==> config.mk <==
export PLATFORM = sky130hd
export DESIGN_NAME = pw_walker
export DESIGN_NICKNAME = d
export VERILOG_FILES = /design/src/rtl/pw_pkg.sv /design/src/rtl/pw_va_class.sv /design/src/rtl/pw_index_sel.sv /design/src/rtl/pw_dir_check.sv /design/src/rtl/pw_leaf_check.sv /design/src/rtl/pw_walker.sv
export SDC_FILE = /design/constraint.sdc
export NUM_CORES = 1
export LEC_CHECK = 0
export ABC_AREA = 1
export CAP_MARGIN = 20
export CORE_UTILIZATION = 30
export CTS_CLUSTER_SIZE = 12
export DETAILED_ROUTE_END_ITERATION = 8
export PLACE_DENSITY = 0.58
export REMOVE_ABC_BUFFERS = 1
export SETUP_SLACK_MARGIN = 0.4
export SYNTH_ARGS = -nofsm -noshare
export SYNTH_HDL_FRONTEND = slang
export SYNTH_SLANG_ARGS = --single-unit
==> constraint.sdc <==
create_clock -name clk -period 3.71 [get_ports clk]
set_clock_uncertainty 0.1 [all_clocks]
set_input_delay 0.9275 -clock clk [delete_from_list [all_inputs] [get_ports clk]]
set_output_delay 0.9275 -clock clk [all_outputs]
set_load 0.01 [all_outputs]
==> src/rtl/pw_pkg.sv <==
package pw_pkg;

  typedef enum logic [2:0] {
    FLT_NONE = 3'd0,
    FLT_ACV  = 3'd1,
    FLT_TNV  = 3'd2,
    FLT_FOR  = 3'd3,
    FLT_FOW  = 3'd4,
    FLT_FOE  = 3'd5
  } fault_e;

  typedef enum logic [2:0] {
    ST_IDLE,
    ST_L1,
    ST_L2,
    ST_L3,
    ST_CHECK,
    ST_DONE
  } walk_st_e;

  localparam int IDX_W     = 10;
  localparam int LEVELS    = 3;
  localparam int ENT_SHIFT = 3;
  localparam int PFN_W     = 32;

  localparam int RT_R = 0;
  localparam int RT_W = 1;
  localparam int RT_X = 2;

  // Priority among fault-on outcomes: exec wins, then write, then read.
  function automatic fault_e fo_pick(input logic [2:0] need);
    if (need[RT_X])      return FLT_FOE;
    else if (need[RT_W]) return FLT_FOW;
    else                 return FLT_FOR;
  endfunction

  // Page base from a frame number.
  function automatic logic [PFN_W+12:0] pfn_to_base13(input logic [PFN_W-1:0] pfn);
    return {pfn, 13'd0};
  endfunction

endpackage

==> src/rtl/pw_va_class.sv <==
module pw_va_class #(
  parameter int VA_BITS = 43,
  parameter int SP_BITS = 40,
  parameter int PA_W    = 45
) (
  input  logic [63:0]     va,
  output logic            canon_ok,
  output logic            super_hit,
  output logic [PA_W-1:0] sp_phys
);
  localparam int EXT_W = 64 - VA_BITS;

  function automatic logic is_canon(input logic [63:0] a);
    return a[63:VA_BITS] == {EXT_W{a[63]}};
  endfunction

  function automatic logic is_super(input logic [63:0] a);
    return a[63] && (a[VA_BITS-1 -: 2] == 2'b10);
  endfunction

  assign canon_ok  = is_canon(va);
  assign super_hit = is_super(va);
  assign sp_phys   = PA_W'(va[SP_BITS-1:0]);
endmodule

==> src/rtl/pw_index_sel.sv <==
module pw_index_sel
  import pw_pkg::*;
#(
  parameter int PA_W = 45,
  localparam int VIDX_W = LEVELS * IDX_W
) (
  input  logic [VIDX_W-1:0] vidx,
  input  logic [1:0]        lvl,
  input  logic [PA_W-1:0]   base,
  output logic [PA_W-1:0]   ent_addr
);
  logic [IDX_W-1:0] slot [LEVELS];
  logic [IDX_W-1:0] idx_c;

  // slot[0] is the level-1 index (highest bits), slot[LEVELS-1] the leaf.
  genvar g;
  generate
    for (g = 0; g < LEVELS; g++) begin : g_slot
      assign slot[g] = vidx[(LEVELS-1-g)*IDX_W +: IDX_W];
    end
  endgenerate

  always_comb begin
    idx_c = '0;
    for (int k = 0; k < LEVELS; k++) begin
      if (lvl == k[1:0]) idx_c = slot[k];
    end
  end

  function automatic logic [PA_W-1:0] ent_at(input logic [PA_W-1:0] b,
                                             input logic [IDX_W-1:0] i);
    return b + PA_W'({i, {ENT_SHIFT{1'b0}}});
  endfunction

  assign ent_addr = ent_at(base, idx_c);
endmodule

==> src/rtl/pw_dir_check.sv <==
module pw_dir_check
  import pw_pkg::*;
#(
  parameter int PG_BITS = 13,
  localparam int PA_W = PFN_W + PG_BITS
) (
  input  logic             ent_valid,
  input  logic             ent_kre,
  input  logic [PFN_W-1:0] ent_pfn,
  output fault_e           fault,
  output logic [PA_W-1:0]  next_base
);
  always_comb begin
    if (!ent_valid)    fault = FLT_TNV;
    else if (!ent_kre) fault = FLT_ACV;
    else               fault = FLT_NONE;
  end

  assign next_base = {ent_pfn, {PG_BITS{1'b0}}};
endmodule

==> src/rtl/pw_leaf_check.sv <==
module pw_leaf_check
  import pw_pkg::*;
#(
  parameter int PG_BITS = 13,
  localparam int PA_W = PFN_W + PG_BITS
) (
  input  logic             lf_valid,
  input  logic [1:0]       lf_re,
  input  logic [1:0]       lf_we,
  input  logic [2:0]       lf_fo,
  input  logic [PFN_W-1:0] lf_pfn,
  input  logic             mode,
  input  logic [2:0]       need,
  output fault_e           fault,
  output logic [2:0]       prot,
  output logic [PA_W-1:0]  phys
);
  logic       rd_en, wr_en;
  logic [2:0] granted, kept;
  fault_e     f_c;

  assign rd_en   = lf_re[mode];
  assign wr_en   = lf_we[mode];
  assign granted = {rd_en, wr_en, rd_en};
  // fault-on bits are ordered exec, write, read, same as the rights vector
  assign kept    = granted & ~lf_fo;

  always_comb begin
    if (!lf_valid)                                f_c = FLT_TNV;
    else if (need != 3'b000 && (granted & need) == 3'b000) f_c = FLT_ACV;
    else if (need != 3'b000 && (kept & need) == 3'b000)    f_c = fo_pick(need);
    else                                          f_c = FLT_NONE;
  end

  assign fault = f_c;
  assign prot  = (f_c == FLT_NONE) ? kept : 3'b000;
  assign phys  = (f_c == FLT_NONE) ? {lf_pfn, {PG_BITS{1'b0}}} : '0;
endmodule

==> src/rtl/pw_walker.sv <==
module pw_walker
  import pw_pkg::*;
#(
  parameter int VA_BITS = 43,
  parameter int PG_BITS = 13,
  parameter int SP_BITS = 40,
  localparam int PA_W = PFN_W + PG_BITS
) (
  input  logic            clk,
  input  logic            rst_n,
  input  logic            req_valid,
  output logic            req_ready,
  input  logic [63:0]     req_vaddr,
  input  logic            req_mode,
  input  logic [2:0]      req_need,
  input  logic [PA_W-1:0] req_tbase,
  output logic            mem_req_valid,
  input  logic            mem_req_ready,
  output logic [PA_W-1:0] mem_req_addr,
  input  logic            mem_rsp_valid,
  input  logic [63:0]     mem_rsp_data,
  output logic            rsp_valid,
  output logic [PA_W-1:0] rsp_phys,
  output logic [2:0]      rsp_prot,
  output logic [2:0]      rsp_fault
);
  localparam int VIDX_W = LEVELS * IDX_W;

  walk_st_e          st_q;
  logic              pend_q;
  logic [PA_W-1:0]   base_q;
  logic [VIDX_W-1:0] vidx_q;
  logic              mode_q;
  logic [2:0]        need_q;

  logic              lf_valid_q;
  logic [1:0]        lf_re_q, lf_we_q;
  logic [2:0]        lf_fo_q;
  logic [PFN_W-1:0]  lf_pfn_q;

  fault_e            res_fault_q;
  logic [PA_W-1:0]   res_phys_q;
  logic [2:0]        res_prot_q;

  // named events for the checker
  logic              accept, rd_fire, rd_back, rd_pending, in_walk;
  logic              canon_ok, super_hit;
  logic [PA_W-1:0]   sp_phys;
  logic [1:0]        lvl_c;

  fault_e            dir_fault;
  logic [PA_W-1:0]   dir_next;
  fault_e            leaf_fault;
  logic [2:0]        leaf_prot;
  logic [PA_W-1:0]   leaf_phys;

  assign req_ready  = (st_q == ST_IDLE);
  assign accept     = req_valid && req_ready;
  assign in_walk    = (st_q == ST_L1) || (st_q == ST_L2) || (st_q == ST_L3);
  assign rd_pending = pend_q;
  assign mem_req_valid = in_walk && !pend_q;
  assign rd_fire    = mem_req_valid && mem_req_ready;
  assign rd_back    = pend_q && mem_rsp_valid;

  always_comb begin
    unique case (st_q)
      ST_L2:   lvl_c = 2'd1;
      ST_L3:   lvl_c = 2'd2;
      default: lvl_c = 2'd0;
    endcase
  end

  pw_va_class #(.VA_BITS(VA_BITS), .SP_BITS(SP_BITS), .PA_W(PA_W)) u_class (
    .va        (req_vaddr),
    .canon_ok  (canon_ok),
    .super_hit (super_hit),
    .sp_phys   (sp_phys)
  );

  pw_index_sel #(.PA_W(PA_W)) u_isel (
    .vidx     (vidx_q),
    .lvl      (lvl_c),
    .base     (base_q),
    .ent_addr (mem_req_addr)
  );

  pw_dir_check #(.PG_BITS(PG_BITS)) u_dir (
    .ent_valid (mem_rsp_data[0]),
    .ent_kre   (mem_rsp_data[8]),
    .ent_pfn   (mem_rsp_data[63:32]),
    .fault     (dir_fault),
    .next_base (dir_next)
  );

  pw_leaf_check #(.PG_BITS(PG_BITS)) u_leaf (
    .lf_valid (lf_valid_q),
    .lf_re    (lf_re_q),
    .lf_we    (lf_we_q),
    .lf_fo    (lf_fo_q),
    .lf_pfn   (lf_pfn_q),
    .mode     (mode_q),
    .need     (need_q),
    .fault    (leaf_fault),
    .prot     (leaf_prot),
    .phys     (leaf_phys)
  );

  always_ff @(posedge clk) begin
    if (!rst_n) begin
      st_q        <= ST_IDLE;
      pend_q      <= 1'b0;
      base_q      <= '0;
      vidx_q      <= '0;
      mode_q      <= 1'b0;
      need_q      <= 3'b000;
      lf_valid_q  <= 1'b0;
      lf_re_q     <= 2'b00;
      lf_we_q     <= 2'b00;
      lf_fo_q     <= 3'b000;
      lf_pfn_q    <= '0;
      res_fault_q <= FLT_NONE;
      res_phys_q  <= '0;
      res_prot_q  <= 3'b000;
    end else begin
      unique case (st_q)
        ST_IDLE: begin
          if (accept) begin
            vidx_q <= req_vaddr[PG_BITS +: VIDX_W];
            mode_q <= req_mode;
            need_q <= req_need;
            base_q <= req_tbase;
            if (!canon_ok) begin
              res_fault_q <= FLT_ACV;
              res_phys_q  <= '0;
              res_prot_q  <= 3'b000;
              st_q        <= ST_DONE;
            end else if (super_hit) begin
              res_fault_q <= req_mode ? FLT_ACV : FLT_NONE;
              res_phys_q  <= req_mode ? '0 : sp_phys;
              res_prot_q  <= req_mode ? 3'b000 : 3'b111;
              st_q        <= ST_DONE;
            end else begin
              st_q <= ST_L1;
            end
          end
        end
        ST_L1, ST_L2, ST_L3: begin
          if (rd_fire) pend_q <= 1'b1;
          if (rd_back) begin
            pend_q <= 1'b0;
            if (st_q == ST_L3) begin
              lf_valid_q <= mem_rsp_data[0];
              lf_fo_q    <= mem_rsp_data[3:1];
              lf_re_q    <= mem_rsp_data[9:8];
              lf_we_q    <= mem_rsp_data[13:12];
              lf_pfn_q   <= mem_rsp_data[63:32];
              st_q       <= ST_CHECK;
            end else if (dir_fault != FLT_NONE) begin
              res_fault_q <= dir_fault;
              res_phys_q  <= '0;
              res_prot_q  <= 3'b000;
              st_q        <= ST_DONE;
            end else begin
              base_q <= dir_next;
              st_q   <= (st_q == ST_L1) ? ST_L2 : ST_L3;
            end
          end
        end
        ST_CHECK: begin
          res_fault_q <= leaf_fault;
          res_phys_q  <= leaf_phys;
          res_prot_q  <= leaf_prot;
          st_q        <= ST_DONE;
        end
        ST_DONE: st_q <= ST_IDLE;
        default: st_q <= ST_IDLE;
      endcase
    end
  end

  assign rsp_valid = (st_q == ST_DONE);
  assign rsp_fault = res_fault_q;
  assign rsp_phys  = res_phys_q;
  assign rsp_prot  = res_prot_q;
endmodule

# Word level (Yosys, flattened, before mapping)
# Index checks and enable logic that the tools add are counted.
# W data, S select, Z words.
[totals]
register_bits = 174
elab_cells = 118
[op_classes]
n_addsub = 1
magnitude_cmp = 1
n_eq_ne = 15
n_mux = 56
bitwise = 4
n_reduce_logical = 27
[op_table]
columns = ["operator", "count"]
rows = [
  ["$mux W45", 11],
  ["$pmux W45 S3", 1],
  ["$pmux W45 S2", 1],
  ["$mux W3", 26],
  ["$add A45 B13 Y45", 1],
  ["$mux W40", 1],
  ["$mux W10", 3],
  ["$pmux W3 S3", 3],
  ["$eq A20 B20 Y1", 1],
  ["$logic_not A3 Y1", 4],
  ["$and A3 B3 Y3", 3],
  ["$mux W1", 9],
  ["$reduce_bool A3 Y1", 3],
  ["$ne A2 B2 Y1 const B", 4],
  ["$logic_and A1 B1 Y1", 7],
  ["$eq A3 B2 Y1 const B", 2],
  ["$eq A3 B3 Y1 const B", 2],
  ["$reduce_and A2 Y1", 3],
  ["$reduce_and A6 Y1", 1],
  ["$reduce_and A5 Y1", 1],
  ["$eq A2 B2 Y1 const B", 2],
  ["$pmux W2 S2", 1],
  ["$reduce_bool A2 Y1", 2],
  ["$eq A3 B1 Y1 const B", 1],
  ["10 further kinds", 11],
]

# Longest topological paths before layout
[logic_depth]
depth_word = 12
ltp_mapped = 15

# By module
# Synthesis repeated with hierarchy kept, for this count alone.
[hier_totals]
hier_cells = 1971
hier_area_um2 = 11740.0
[modules_own_cells]
columns = ["mod", "n_inst", "cells_each", "area_each_um2", "seq_area_each_um2"]
rows = [
  ["pw_walker", 1, 1306, 8076.5, 3483.3],
  ["pw_index_sel", 1, 407, 2059.5, 0.0],
  ["pw_leaf_check", 1, 121, 711.9, 0.0],
  ["pw_va_class", 1, 88, 533.0, 0.0],
  ["pw_dir_check", 1, 49, 359.1, 0.0],
]

# Worst setup path before layout
# No wires, ideal clock.
[synth_timing]
path_kind = "register to output"
startpoint = "reg st_q[1]"
endpoint = "out mem_req_addr[23]"
arrival_ns = 2.596
t_required_ns = 2.683
setup_slack_ns = 0.087
path_stages_with_launch = 16
n_path_buf = 0
cell_sequence = "dfxtp_1 inv_1 nor2_4 nand2_1 o22ai_1 a21oi_1 ha_1 fa_1 nand2_1 nand2_1 o21ai_0 o21ai_1 nand3_1 nand2_1 nand3_1 xor2_1"
[synth_via]
elab_chain_len = 7
elab_cells_between_ends = 10
classes_between = "1 x add/sub; 4 x eq/ne; 4 x mux; 1 x reduce/logical"
[synth_rtl]
columns = ["element", "line", "text"]
rows = [
  ["from (decl)", "pw_walker.sv:29", "walk_st_e st_q;"],
  ["from (signal assigned)", "pw_walker.sv:165", "st_q <= (st_q == ST_L1) ? ST_L2 : ST_L3;"],
  ["$eq A3 B2 Y1", "pw_walker.sv:66", "unique case (st_q)"],
  ["$pmux W2 S2 *", "pw_walker.sv:66", ""],
  ["$logic_not A2 Y1", "pw_index_sel.sv:26", "if (lvl == k[1:0]) idx_c = slot[k];"],
  ["$mux W10 (2 in series)", "pw_index_sel.sv:26", ""],
  ["$mux W10 *", "pw_index_sel.sv:26", ""],
  ["$add A45 B13 Y45 *", "pw_index_sel.sv:32", "return b + PA_W'({i, {ENT_SHIFT{1'b0}}});"],
  ["to (decl)", "pw_walker.sv:19", "output logic [PA_W-1:0] mem_req_addr,"],
]
# Every way passes the cells marked *; elsewhere a longest branch is shown, timed or not.

# Worst setup path in the final report
[layout_timing]
startpoint = "reg st_q[1]"
endpoint = "out mem_req_addr[28]"
# The elaborated chain is that of the path after synthesis.

==> impl_metrics.csv <==
group,metric,value,unit
placed_design,pre_cts_ws,-0.462,ns
yosys,yosysWarnings,0,
power,ir_drop,0.328,mV
cts,htreeDepth,4,
yosys,synth-seq-cells,174,
floorplan,core_region_area,0.0306,sq mm
sta,period_share,111,%
floorplan,die_h,178,microns
cells_and_area,nets,1943,
yosys,synth-async-reset-ratio,0,%
critical_path,cp_max_fo,5,
cells_and_area,final_area,0.0143,sq mm
yosys,synthXorXnorAreaFrac,3.19,%
cells_and_area,utilization,46.6,%
sta,slew_violations,0,
yosys,synth_area,0.00933,sq mm
placed_design,routabilityCongestion,0.924,
global_routing,grt_pass1_wl,54.5,mm
floorplan,die_w,178,microns
sta,max_freq,243,MHz
job,max_cap_violations,0,
floorplan,placementRows,64,
placed_design,place_inst,2097,
detailed_routing,vias,10600,
detailed_routing,wl_per_cell,16.9,microns
floorplan,die-area,0.0318,sq mm
floorplan,io_pins,281,
critical_path,end_kind,"output port",
cts,clk_pin_slew,0.07,ns
cells_and_area,fillers,3113,
global_routing,grt_max_degree,60,
power,p_total,9.56,mW
yosys,ys.flop_type,"dfxtp_1",
sta,holdWs,0.357,ns
yosys,synth_compound_area_share,15.2,%
yosys,synth_top_family_by_area,"simple AND/OR/NAND/NOR gates",
global_routing,overflow,0,
critical_path,arrival,3.09,ns
cells_and_area,drive_gt1_share,18.2,%
sta,rsz0062_at_grt,"true",
sta,period_needed,4.12,ns
critical_path,worstSetupPathType,"reg -> out",
global_routing,grt_usage,22.4,%
detailed_routing,wirelength,36.6,mm
floorplan,start_util,30.5,%
cells_and_area,areaGrowthSynthToFinish,52.9,%
worst_hold_path,hp-class,"reg -> reg",
sta,setup_viol,36,
yosys,synth-simple-area-share,32.7,%
yosys,ys_seq_area_share,37.3,%
cts,insertion_delay,0.44,ns
detailed_routing,drt_iter0_drc,717,
sta,setup_tns,-8.03,ns
power,power.density,670,mW/mm^2
yosys,synth.distinct_cells,38,
sta,setup_ws,-0.412,ns
yosys,synth_mux_area_share,0,%
placed_design,io_buffers,256,
yosys,synth_fa_ha_area_share,1.56,%
yosys,netlist_instances,1450,
cts,cts_made_buffers,17,
sta,worst_slew_pin_slew,0.800,ns
cts,clkSinkCount,174,
cts,cts_tree,"done",
cts,clk_path_buf_depth,2,
placed_design,place_area,0.0126,sq mm
detailed_routing,vias_per_cell,4.93,
cts,clockRootBuffer,"clkbuf_16",
run_status,violations,"negative setup slack",
critical_path,crit_required,2.68,ns
sta,hold_viol,0,
sta,maxSlewHeadroom,46.2,%
power,p_leak,6.08,nW
detailed_routing,ant_nets,0,
placed_design,dp.final_hpwl,26.2,mm
global_routing,antenna_found_initial,3,
global_routing,grt_pass1_vias,10000,
yosys,avgSynthCellArea,6.43,sq um
detailed_routing,first_pass_iters,5,
detailed_routing,drc,0,
run_status,status,"complete, but fails checks",
cells_and_area,fin_cells,2159,
yosys,synth_edf_count,0,
critical_path,startpoint_type,"flip-flop",
==> report_power, final <==
| part | internal [mW] | total [mW] | switching, mW |
|---|---|---|---|
| Sequential | 2.26 | 2.63 | 0.371 |
| Combinational | 2.09 | 4.95 | 2.87 |
| Clock | 1.14 | 1.97 | 0.833 |
==> flip-flops by register name (all words and copies together), names as in the netlist <==
| signal | flops |
|---|---|
| base_q | 45 |
| rsp_phys | 45 |
| lf_pfn_q | 32 |
| vidx_q | 30 |
| lf_fo_q | 3 |
| need_q | 3 |
| rsp_fault | 3 |
| rsp_prot | 3 |
| st_q | 3 |
| lf_re_q | 2 |
| lf_we_q | 2 |
| lf_valid_q | 1 |
| mode_q | 1 |
| pend_q | 1 |
==> final cells by class <==
cell class	count	area (sq um)	share of cell area [%]
Multi-Input combinational cell	1042	5740	40.3
Tap cell	396	495	3.47
Clock inverter	14	205	1.44
Timing Repair Buffer	365	3340	23.4
Inverter	150	566	3.97
Sequential cell	174	3490	24.5
Antenna cell	1	2.50	0.0175
Clock buffer	17	425	2.98
==> logic make-up (layout without fill, tap and decap cells) <==
family                     after synthesis  count (layout)
AOI/OAI and AO/OA                      269             269
adders and majority gates               11              11
xor gates and xnor gates                34              34
buffers and inverters                  234             546
other                                    0               1
and+or+nand+nor                        728             728
DFF                                    174             174
==> cell usage in the layout, fill, tap and decap left out, drive strengths merged, types with 11 or more instances in the layout <==
cell / netlist / routed
nand3: 131 / 131
nand2: 304 / 304
a21oi: 112 / 112
xnor2: 11 / 11
o21ai: 116 / 116
a31oi: 24 / 24
clkdlybuf4s50: 0 / 213
xor2: 23 / 23
inv: 148 / 153
nor3: 14 / 14
nand4: 26 / 26
clkbuf: 58 / 17
dfxtp: 174 / 174
nor2: 240 / 240
buf: 26 / 150
==> timing repair <==
item	4_1_cts	5_1_grt
setup endpoints to repair	41	42
endpoints found under the hold margin	0	0
buffers inserted	23	6
hold buffers	0	0
pin swaps	47	38
gates resized for setup	299	73
==> metal layers <==
layer	vias up	GRT usage, %	part of all wire, %
met5	-	0	0.066
li1	5284	-	-
met3	45	4.37	6.1
met1	4982	30.4	46
met4	4	5.72	1.7
met2	322	35.9	46
==> critical path, stage by stage, from the launching register on <==
cell and delay [ns]:
dfxtp_2 0.32, inv_2 0.07, nor2_4 0.04, nand2_2 0.08
buf_6 0.15, inv_4 0.04, buf_6 0.13, a21oi_1 0.32
ha_4 0.23, a21oi_4 0.07, buf_4 0.13, o21ai_1 0.12
a21oi_1 0.08, o21ai_1 0.10, buf_4 0.19, buf_6 0.12
nand3_4 0.09, nor2_1 0.10, nand2_1 0.06, nand2_1 0.08
buf_2 0.13
==> final timing paths <==
path                 endpoint  slack (ns)       from  cells after the start
min                 vidx_q[5]        0.36  vidx_q[5]                      2
max reg2reg      rsp_phys[32]        0.95    st_q[0]                     11
max          mem_req_addr[28]       -0.41    st_q[1]                     20
min reg2reg         vidx_q[5]        0.36  vidx_q[5]                      2
==> cell usage after synthesis (3+ instances only) <==
master	count	area [sq um]
xnor2_1	11	96.3
nand3b_1	7	52.6
dfxtp_1	174	3480
ha_1	10	125
nand2_1	302	1130
nand3_1	131	656
inv_1	145	544
inv_2	3	11.3
nand4_1	25	156
nor3_1	13	65.1
a21oi_1	111	556
a31oi_1	24	150
nor4_1	4	25.0
buf_2	15	75.1
buf_6	3	33.8
buf_1	3	11.3
o21ai_0	112	561
xor2_1	23	201
o22ai_1	10	62.6
nor2_1	237	890
o21ai_1	3	15.0
a21o_1	3	22.5
clkbuf_1	58	218
buf_4	5	37.5
(Power assumes the default switching activity.)
